File: src/rtl/sched_mrwq_pkg.sv
package sched_mrwq_pkg;

  localparam int ROUNDS      = 8;
  localparam int RW          = $clog2(ROUNDS);
  localparam int WCODE_W     = 4;
  localparam logic [WCODE_W-1:0] STATIC_CODE = 4'd9;
  localparam logic [WCODE_W-1:0] MAX_WEIGHT  = 4'd8;

  typedef struct packed {
    logic [ROUNDS-1:0] mask;
    logic              is_static;
    logic              is_last;
  } qcfg_t;

  // Spread the set bits of a weight evenly over the round cycle.
  function automatic logic [ROUNDS-1:0] weight_to_mask(input logic [WCODE_W-1:0] w);
    logic [ROUNDS-1:0] m;
    case (w)
      4'd0:    m = 8'h00;
      4'd1:    m = 8'h01;
      4'd2:    m = 8'h11;
      4'd3:    m = 8'h49;
      4'd4:    m = 8'h55;
      4'd5:    m = 8'h57;
      4'd6:    m = 8'h77;
      4'd7:    m = 8'h7F;
      default: m = 8'hFF;
    endcase
    return m;
  endfunction

endpackage

File: src/rtl/sched_mrwq_wenc.sv
module sched_mrwq_wenc
  import sched_mrwq_pkg::*;
(
  input  logic [WCODE_W-1:0] weight_i,
  output logic [ROUNDS-1:0]  mask_o,
  output logic               is_static_o,
  output logic               bad_o
);

  assign is_static_o = (weight_i == STATIC_CODE);
  assign bad_o       = (weight_i > STATIC_CODE);
  assign mask_o      = weight_to_mask(weight_i);

endmodule

File: src/rtl/sched_mrwq_cfg.sv
module sched_mrwq_cfg
  import sched_mrwq_pkg::*;
#(
  parameter int NQ = 8,
  localparam int QW = (NQ > 1) ? $clog2(NQ) : 1
) (
  input  logic                  clk,
  input  logic                  rst_n,
  input  logic                  we_i,
  input  logic [QW-1:0]         sel_i,
  input  logic [WCODE_W-1:0]    weight_i,
  input  logic                  last_i,
  output qcfg_t [NQ-1:0]        cfg_o,
  output logic                  err_o
);

  logic [ROUNDS-1:0] enc_mask;
  logic              enc_static;
  logic              enc_bad;

  sched_mrwq_wenc u_wenc (
    .weight_i    (weight_i),
    .mask_o      (enc_mask),
    .is_static_o (enc_static),
    .bad_o       (enc_bad)
  );

  for (genvar i = 0; i < NQ; i++) begin : g_q
    logic hit;
    assign hit = we_i && (sel_i == QW'(i));
    always_ff @(posedge clk) begin
      if (!rst_n) begin
        cfg_o[i] <= '0;
      end else if (hit) begin
        cfg_o[i].mask      <= enc_mask;
        cfg_o[i].is_static <= enc_static;
        cfg_o[i].is_last   <= last_i;
      end
    end
  end

  always_ff @(posedge clk) begin
    if (!rst_n) err_o <= 1'b0;
    else        err_o <= we_i && enc_bad;
  end


  bad_code_flag_chk: assert property (@(posedge clk) disable iff (!rst_n)
    (we_i && (weight_i > STATIC_CODE)) |=> err_o);


  no_write_quiet_chk: assert property (@(posedge clk) disable iff (!rst_n)
    !we_i |=> !err_o);

endmodule

File: src/rtl/sched_mrwq_pick.sv
module sched_mrwq_pick
  import sched_mrwq_pkg::*;
#(
  parameter int NQ = 8,
  localparam int QW = (NQ > 1) ? $clog2(NQ) : 1,
  localparam int PW = $clog2(NQ + 1),
  localparam int SEGS = ROUNDS + 1
) (
  input  logic                 clk,
  input  logic                 rst_n,
  input  qcfg_t [NQ-1:0]       cfg_i,
  input  logic [NQ-1:0]        nonempty_i,
  input  logic [RW-1:0]        round_i,
  input  logic [PW-1:0]        ptr_i,
  output logic                 pick_vld_o,
  output logic                 pick_static_o,
  output logic [QW-1:0]        pick_idx_o,
  output logic [RW-1:0]        pick_round_o
);

  function automatic logic [QW-1:0] lowest_set(input logic [NQ-1:0] v);
    logic [QW-1:0] idx;
    idx = '0;
    for (int k = NQ - 1; k >= 0; k--) begin
      if (v[k]) idx = QW'(k);
    end
    return idx;
  endfunction

  // Port end: lowest queue flagged as last.
  logic [QW-1:0] tail_idx;
  logic [NQ-1:0] last_vec;
  always_comb begin
    tail_idx = QW'(NQ - 1);
    for (int k = NQ - 1; k >= 0; k--) begin
      if (cfg_i[k].is_last) tail_idx = QW'(k);
    end
  end

  logic [NQ-1:0] in_port;
  logic [NQ-1:0] stat_elig;
  logic [NQ-1:0] wbase;

  for (genvar i = 0; i < NQ; i++) begin : g_elig
    assign last_vec[i]  = cfg_i[i].is_last;
    assign in_port[i]   = (QW'(i) <= tail_idx);
    assign stat_elig[i] = nonempty_i[i] && cfg_i[i].is_static && in_port[i];
    assign wbase[i]     = nonempty_i[i] && !cfg_i[i].is_static && in_port[i];
  end

  // Segment 0: current round above the pointer; 1..7: later rounds in full;
  // 8: current round again, below the pointer.
  logic [NQ-1:0] seg_cand [SEGS];

  for (genvar s = 0; s < SEGS; s++) begin : g_seg
    logic [RW-1:0] seg_round;
    assign seg_round = round_i + RW'(s);
    for (genvar i = 0; i < NQ; i++) begin : g_q
      logic in_win;
      if (s == 0) begin : g_first
        assign in_win = (PW'(i) >= ptr_i);
      end else if (s == SEGS - 1) begin : g_wrap
        assign in_win = (PW'(i) < ptr_i);
      end else begin : g_mid
        assign in_win = 1'b1;
      end
      assign seg_cand[s][i] = wbase[i] && cfg_i[i].mask[seg_round] && in_win;
    end
  end

  logic          w_found;
  logic [NQ-1:0] w_vec;
  logic [RW-1:0] w_round;

  always_comb begin
    w_found = 1'b0;
    w_vec   = '0;
    w_round = round_i;
    for (int s = 0; s < SEGS; s++) begin
      if (!w_found && (|seg_cand[s])) begin
        w_found = 1'b1;
        w_vec   = seg_cand[s];
        w_round = round_i + RW'(s);
      end
    end
  end

  always_comb begin
    pick_vld_o    = 1'b0;
    pick_static_o = 1'b0;
    pick_idx_o    = '0;
    pick_round_o  = round_i;
    if (|stat_elig) begin
      pick_vld_o    = 1'b1;
      pick_static_o = 1'b1;
      pick_idx_o    = lowest_set(stat_elig);
    end else if (w_found) begin
      pick_vld_o   = 1'b1;
      pick_idx_o   = lowest_set(w_vec);
      pick_round_o = w_round;
    end
  end

  logic [NQ-1:0] below_pick;
  assign below_pick = (NQ'(1) << pick_idx_o) - NQ'(1);


  round_mask_chk: assert property (@(posedge clk) disable iff (!rst_n)
    (pick_vld_o && !pick_static_o) |-> cfg_i[pick_idx_o].mask[pick_round_o]);


  zero_weight_chk: assert property (@(posedge clk) disable iff (!rst_n)
    pick_vld_o |-> (cfg_i[pick_idx_o].mask != '0));


  static_wins_chk: assert property (@(posedge clk) disable iff (!rst_n)
    (pick_vld_o && !pick_static_o) |-> !cfg_i[pick_idx_o].is_static);


  tail_limit_chk: assert property (@(posedge clk) disable iff (!rst_n)
    pick_vld_o |-> ((last_vec & below_pick) == '0));


  pick_nonempty_chk: assert property (@(posedge clk) disable iff (!rst_n)
    pick_vld_o |-> nonempty_i[pick_idx_o]);

endmodule

File: src/rtl/sched_mrwq.sv
module sched_mrwq
  import sched_mrwq_pkg::*;
#(
  parameter int NQ = 8,
  localparam int QW = (NQ > 1) ? $clog2(NQ) : 1,
  localparam int PW = $clog2(NQ + 1)
) (
  input  logic                clk,
  input  logic                rst_n,
  input  logic [NQ-1:0]       q_nonempty,
  input  logic                cfg_we,
  input  logic [QW-1:0]       cfg_qsel,
  input  logic [WCODE_W-1:0]  cfg_weight,
  input  logic                cfg_last,
  output logic                cfg_err,
  input  logic                accept,
  output logic [NQ-1:0]       gnt,
  output logic                gnt_vld
);

  qcfg_t [NQ-1:0] qcfg;

  sched_mrwq_cfg #(.NQ(NQ)) u_cfg (
    .clk      (clk),
    .rst_n    (rst_n),
    .we_i     (cfg_we),
    .sel_i    (cfg_qsel),
    .weight_i (cfg_weight),
    .last_i   (cfg_last),
    .cfg_o    (qcfg),
    .err_o    (cfg_err)
  );

  logic [RW-1:0] round_q;
  logic [PW-1:0] ptr_q;

  logic          pick_vld;
  logic          pick_static;
  logic [QW-1:0] pick_idx;
  logic [RW-1:0] pick_round;

  sched_mrwq_pick #(.NQ(NQ)) u_pick (
    .clk           (clk),
    .rst_n         (rst_n),
    .cfg_i         (qcfg),
    .nonempty_i    (q_nonempty),
    .round_i       (round_q),
    .ptr_i         (ptr_q),
    .pick_vld_o    (pick_vld),
    .pick_static_o (pick_static),
    .pick_idx_o    (pick_idx),
    .pick_round_o  (pick_round)
  );

  // Decision event: a new grant may be loaded this edge.
  logic load_ev;
  logic wadv_ev;
  assign load_ev = !gnt_vld || accept;
  assign wadv_ev = load_ev && pick_vld && !pick_static;

  always_ff @(posedge clk) begin
    if (!rst_n) begin
      gnt     <= '0;
      gnt_vld <= 1'b0;
      round_q <= '0;
      ptr_q   <= '0;
    end else begin
      if (load_ev) begin
        gnt_vld <= pick_vld;
        gnt     <= pick_vld ? (NQ'(1) << pick_idx) : '0;
      end
      if (wadv_ev) begin
        round_q <= pick_round;
        ptr_q   <= PW'(pick_idx) + PW'(1);
      end
    end
  end


  gnt_onehot_chk: assert property (@(posedge clk) disable iff (!rst_n)
    $onehot0(gnt));


  gnt_vld_match_chk: assert property (@(posedge clk) disable iff (!rst_n)
    gnt_vld == (gnt != '0));


  gnt_hold_chk: assert property (@(posedge clk) disable iff (!rst_n)
    (gnt_vld && !accept) |=> (gnt_vld && $stable(gnt)));


  ptr_range_chk: assert property (@(posedge clk) disable iff (!rst_n)
    ptr_q <= PW'(NQ));

endmodule

File: config.mk
export PLATFORM = sky130hd
export DESIGN_NAME = sched_mrwq
export DESIGN_NICKNAME = d
export VERILOG_FILES = /design/src/rtl/sched_mrwq_pkg.sv /design/src/rtl/sched_mrwq_wenc.sv /design/src/rtl/sched_mrwq_cfg.sv /design/src/rtl/sched_mrwq_pick.sv /design/src/rtl/sched_mrwq.sv
export SDC_FILE = /design/constraint.sdc
export NUM_CORES = 1
export LEC_CHECK = 0
export ABC_AREA = 1
export BUFFER_PORTS_ARGS = -buffer_cell sky130_fd_sc_hd__buf_2
export CAP_MARGIN = 20
export CORE_MARGIN = 10
export CORE_UTILIZATION = 60
export CTS_BUF_LIST = sky130_fd_sc_hd__clkbuf_8 sky130_fd_sc_hd__clkbuf_16
export DETAILED_ROUTE_END_ITERATION = 7
export PLACE_DENSITY = 0.88
export SLEW_MARGIN = 20
export SYNTH_ARGS = -nofsm -noshare
export SYNTH_HDL_FRONTEND = slang
export SYNTH_SLANG_ARGS = --single-unit
export TNS_END_PERCENT = 100
File: constraint.sdc
create_clock -name clk -period 5.04 [get_ports clk]
set_clock_uncertainty 0.2 [all_clocks]
set_input_delay 0.756 -clock clk [delete_from_list [all_inputs] [get_ports clk]]
set_output_delay 0.756 -clock clk [all_outputs]
set_load 0.01 [all_outputs]
==> report_table.html <==
<table>
<tr><th>Metric</th><th>Value</th></tr>
<tr><th colspan="2">STA</th></tr>
<tr><td>Final hold violation count</td><td>0</td></tr>
<tr><td>Unrepaired setup endpoints after global routing</td><td>false</td></tr>
<tr><td>Fin Setup TNS</td><td>0 ps</td></tr>
<tr><td>Max-Slew Margin vs Limit</td><td>0.2904</td></tr>
<tr><td>Number of pins with negative max-slew slack in the final report</td><td>0</td></tr>
<tr><td>Slew at the pin closest to its max-slew limit</td><td>1060 ps</td></tr>
<tr><td>Final critical delay including setup and external delays</td><td>4611 ps</td></tr>
<tr><td>Final cycle utilization of the critical path</td><td>0.9149</td></tr>
<tr><td>Final setup violating endpoints</td><td>0</td></tr>
<tr><td>Worst hold slack after final layout</td><td>269.8 ps</td></tr>
<tr><td>Upper clock frequency limit</td><td>216.9 MHz</td></tr>
<tr><th colspan="2">Logic synthesis</th></tr>
<tr><td>Most common library cells after synthesis</td><td>sky130_fd_sc_hd__nand2_1 (456), sky130_fd_sc_hd__nand3_1 (187), sky130_fd_sc_hd__nor2_1 (164)</td></tr>
<tr><td>Number of warning messages in the yosys log</td><td>0</td></tr>
<tr><td>Top-count cell post-synth</td><td>sky130_fd_sc_hd__nand2_1</td></tr>
<tr><td>Number of instances in the synthesized netlist</td><td>1374</td></tr>
<tr><td>Dominant cell type by area after synthesis</td><td>sky130_fd_sc_hd__dfxtp_1</td></tr>
<tr><td>Most instantiated flip-flop cell in the synthesis netlist</td><td>sky130_fd_sc_hd__dfxtp_1</td></tr>
<tr><td>Number of enable flip-flop cells after synthesis</td><td>0</td></tr>
<tr><td>Synth top area cells</td><td>sky130_fd_sc_hd__dfxtp_1 (25%), sky130_fd_sc_hd__nand2_1 (22%), sky130_fd_sc_hd__nand3_1 (12%)</td></tr>
<tr><td>Average size of a mapped cell</td><td>5.576 um^2</td></tr>
<tr><td>Share of synthesized area occupied by flip-flops and latches</td><td>0.2509</td></tr>
<tr><td>Yosys top cell area share</td><td>0.2509</td></tr>
<tr><td>Unique masters post-synth</td><td>43</td></tr>
<tr><td>Seq cells post-synth</td><td>96</td></tr>
<tr><td>Ys async rst share</td><td>0</td></tr>
<tr><td>Post-synth design cell area</td><td>7661 um^2</td></tr>
<tr><td>Post-Syn Nets</td><td>1399</td></tr>
<tr><th colspan="2">Worst setup path</th></tr>
<tr><td>RR Startpoint</td><td>round_q[1]$_SDFFE_PN0P_</td></tr>
<tr><td>Destination of the worst register-to-register timing path</td><td>ptr_q[2]$_SDFFE_PN0P_</td></tr>
<tr><td>Slowest-stage cell, CP</td><td>sky130_fd_sc_hd__nor2_2</td></tr>
<tr><td>Register-to-register setup slack</td><td>430 ps</td></tr>
<tr><td>Crit path top cell by count</td><td>sky130_fd_sc_hd__nand2_1</td></tr>
<tr><td>Start-to-end type of the worst setup path</td><td>flop to flop</td></tr>
<tr><td>Worst Reg-to-Reg Cells</td><td>29</td></tr>
<tr><td>Arrival time of data at the critical path endpoint</td><td>4640 ps</td></tr>
<tr><td>Required @ worst endpoint</td><td>5070 ps</td></tr>
<tr><td>CP startpoint kind</td><td>flop</td></tr>
<tr><td>Kind of capture point of the worst setup path</td><td>flop</td></tr>
<tr><td>Crit path largest cell delay</td><td>390 ps</td></tr>
<tr><td>Maximum net fanout on the critical path</td><td>18</td></tr>
<tr><th colspan="2">Drt</th></tr>
<tr><td>Number of optimization iterations in the first detailed-route pass</td><td>7</td></tr>
<tr><td>Vias post-DR</td><td>9512</td></tr>
<tr><td>Antenna violation net count after detailed routing</td><td>0</td></tr>
<tr><td>DR iter-0 viols</td><td>1397</td></tr>
<tr><td>Via/cell ratio</td><td>6.066</td></tr>
<tr><td>Routed len/inst</td><td>19.03 um</td></tr>
<tr><td>Total detailed-routing wirelength</td><td>29840 um</td></tr>
<tr><td>DRC violations left</td><td>0</td></tr>
<tr><th colspan="2">Power and ir drop</th></tr>
<tr><td>Psw</td><td>2.726 mW</td></tr>
<tr><td>Internal power of the cells</td><td>2.253 mW</td></tr>
<tr><td>Worst supply voltage drop on vdd</td><td>252.9 uV</td></tr>
<tr><td>Switching power as a share of total power</td><td>0.5475</td></tr>
<tr><td>PD cells</td><td>597.9 nW/um^2</td></tr>
<tr><td>Part of the total power dissipated in the clock network</td><td>0.143</td></tr>
<tr><td>Share of power burned in combinational logic</td><td>0.683</td></tr>
<tr><td>Overall Power</td><td>4.979 mW</td></tr>
<tr><td>Leakage</td><td>4.107 nW</td></tr>
<tr><td>Sequential power share</td><td>0.174</td></tr>
<tr><th colspan="2">GRT</th></tr>
<tr><td>Pin count of the biggest net entering global routing</td><td>72</td></tr>
<tr><td>Vias in the first global route</td><td>8471</td></tr>
<tr><td>Antenna violations before repair</td><td>0</td></tr>
<tr><td>Overflow left after global routing</td><td>0</td></tr>
<tr><td>Total GRT Usage</td><td>0.3307</td></tr>
<tr><td>Global-route wire length before repair</td><td>46490 um</td></tr>
<tr><th colspan="2">Cells and area</th></tr>
<tr><td>NumNets Final</td><td>1416</td></tr>
<tr><td>Antenna cell count</td><td>0</td></tr>
<tr><td>Reg area</td><td>1924 um^2</td></tr>
<tr><td>Area growth from synthesis to layout</td><td>8.705%</td></tr>
<tr><td>Layout filler cell count</td><td>1178</td></tr>
<tr><td>Area of the multi-input gates</td><td>5012 um^2</td></tr>
<tr><td>Share of layout cells above drive strength 1</td><td>0.08453</td></tr>
<tr><th colspan="2">Hold path</th></tr>
<tr><td>Class of the tightest hold or removal check</td><td>flop to flop</td></tr>
<tr><td>Worst Min Path Start</td><td>gnt[6]$_SDFFE_PN0P_</td></tr>
<tr><td>Count of cells along the worst hold path</td><td>2</td></tr>
<tr><td>End of the worst hold path</td><td>gnt[6]$_SDFFE_PN0P_</td></tr>
<tr><th colspan="2">Floorplan</th></tr>
<tr><td>Starting density of the core</td><td>0.6096</td></tr>
<tr><td>Die Footprint</td><td>17690 um^2</td></tr>
<tr><td>Floorplan core area</td><td>12570 um^2</td></tr>
<tr><td>Die height</td><td>133.0 um</td></tr>
<tr><td>Number of placement rows</td><td>41</td></tr>
<tr><td>I/O pin cnt</td><td>30</td></tr>
<tr><td>Horizontal die dimension</td><td>133.0 um</td></tr>
<tr><th colspan="2">Place</th></tr>
<tr><td>Final RePlAce weighted congestion</td><td>1.113</td></tr>
<tr><td>Detail Placement HPWL</td><td>23460 um</td></tr>
<tr><td>Number of port buffers</td><td>29</td></tr>
<tr><th colspan="2">Clock network</th></tr>
<tr><td>Buffer depth of the longest clock path</td><td>2</td></tr>
<tr><td>Clock tree from TritonCTS</td><td>yes</td></tr>
<tr><td>Root cell of the clock tree</td><td>sky130_fd_sc_hd__clkbuf_16</td></tr>
<tr><td>CTS H-tree depth</td><td>3</td></tr>
<tr><td>Worst skew pair latency</td><td>350 ps</td></tr>
<tr><td>Clock slew at the register clock pins of the worst setup and hold paths</td><td>70 ps</td></tr>
<tr><td>Hold Buf Count CTS</td><td>0</td></tr>
<tr><td>Num Clock Sinks</td><td>96</td></tr>
<tr><td>Total CTS buffers</td><td>9</td></tr>
<tr><th colspan="2">Job</th></tr>
<tr><td>Maxcap violations</td><td>0</td></tr>
<tr><th colspan="2">Outcome</th></tr>
<tr><td>Run status</td><td>complete, no violations</td></tr>
</table>
critical path: cells and delay by family (launching register included):
family,cells,cell delay (ps)
AOI/OAI and AO/OA,2,230
xor gates and xnor gates,1,150
adders and majority gates,2,520
buffers and inverters,5,840
DFF,1,360
and+or+nand+nor,19,2190
area by class of cell:
| class | count | share of cell area |
|---|---|---|
| multi-input combinational | 1103 | 0.6019 |
| sequential | 96 | 0.2311 |
| timing repair buffer | 68 | 0.05409 |
| inverter | 113 | 0.05093 |
| clock buffer | 9 | 0.02704 |
| tap | 172 | 0.02584 |
| clock inverter | 7 | 0.009165 |
worst max path at each step:
stage,from,to,slack (ps),cells past startpoint
2_1_floorplan,round_q[1]$_SDFFE_PN0P_,ptr_q[2]$_SDFFE_PN0P_,760,33
5_1_grt,round_q[1]$_SDFFE_PN0P_,ptr_q[2]$_SDFFE_PN0P_,10,29
6_report,round_q[1]$_SDFFE_PN0P_,ptr_q[2]$_SDFFE_PN0P_,430,29
3_3_place_gp,q_nonempty[7],ptr_q[2]$_SDFFE_PN0P_,490,25
3_5_place_dp,round_q[2]$_SDFFE_PN0P_,ptr_q[2]$_SDFFE_PN0P_,480,27
4_1_cts,round_q[2]$_SDFFE_PN0P_,ptr_q[2]$_SDFFE_PN0P_,450,27
power groups by stage:
stage                     registers [mW]  logic [mW]  clock network [mW]
after floorplan                    0.868        2.40                   0
after global placement             0.877        3.24                   0
after detailed placement           0.878        3.25                   0
after CTS                          0.862        3.27               0.711
after global routing               0.871        3.75               0.745
final                              0.866        3.40               0.712
registers in the layout, indices dropped and copies added, names as in the netlist:
signal,count
u_cfg.cfg_o,79
ptr_q,4
u_cfg.err_o,1
gnt_vld,1
gnt,8
round_q,3
cell families after synthesis:
logic type / after synthesis / synth area share
buf+inv: 175 / 0.09489
fa+ha+maj: 5 / 0.008166
compound gates: 216 / 0.1460
xor+xnor: 3 / 0.006861
flops: 96 / 0.2509
simple gates: 879 / 0.4932
repair_timing:
action | in CTS | in global routing
hold endpoints to repair | 0 | 0
endpoints found under the setup margin | 0 | 1
setup buffers | 0 | 3
resized for setup | 0 | 1
metal layers:
layer	vias to the layer above	wire, um	track usage
li1	4529	-	-
met1	4250	11810	0.4375
met2	623	12360	0.4790
met3	110	3715	0.07419
met4	0	1955	0.1974
met5	-	0	0
through the flow:
| step | worst slack, ps | utilization | instances | cell area, um^2 |
|---|---|---|---|---|
| 2_1_floorplan | 756.9 | - | 1374 | 7661 |
| 3_3_place_gp | 485.0 | 0.6367 | 1549 | 8003 |
| 3_5_place_dp | 476.5 | 0.6367 | 1549 | 8003 |
| 4_1_cts | 449.3 | 0.6607 | 1565 | 8304 |
| 5_1_grt | 12.37 | 0.6626 | 1568 | 8328 |
| 6_report | 429.1 | 0.6626 | 1568 | 8328 |
layout by cell type, fill, tap and decap left out, types with 4 or more instances in the layout:
master	netlist	layout
sky130_fd_sc_hd__a211oi_1	4	4
sky130_fd_sc_hd__nand4_1	25	25
sky130_fd_sc_hd__o21ai_0	103	103
sky130_fd_sc_hd__nand2_1	456	456
sky130_fd_sc_hd__nor3_1	14	14
sky130_fd_sc_hd__nor2_2	6	6
sky130_fd_sc_hd__buf_2	26	29
sky130_fd_sc_hd__clkbuf_16	0	9
sky130_fd_sc_hd__dfxtp_1	96	94
sky130_fd_sc_hd__or2_2	6	6
sky130_fd_sc_hd__nor2_1	164	164
sky130_fd_sc_hd__a21oi_1	82	82
sky130_fd_sc_hd__o21ai_1	17	17
sky130_fd_sc_hd__ha_1	5	5
sky130_fd_sc_hd__buf_4	4	38
sky130_fd_sc_hd__inv_2	4	4
sky130_fd_sc_hd__inv_1	106	107
sky130_fd_sc_hd__nand3_1	187	187
(Power assumes the default switching activity.)
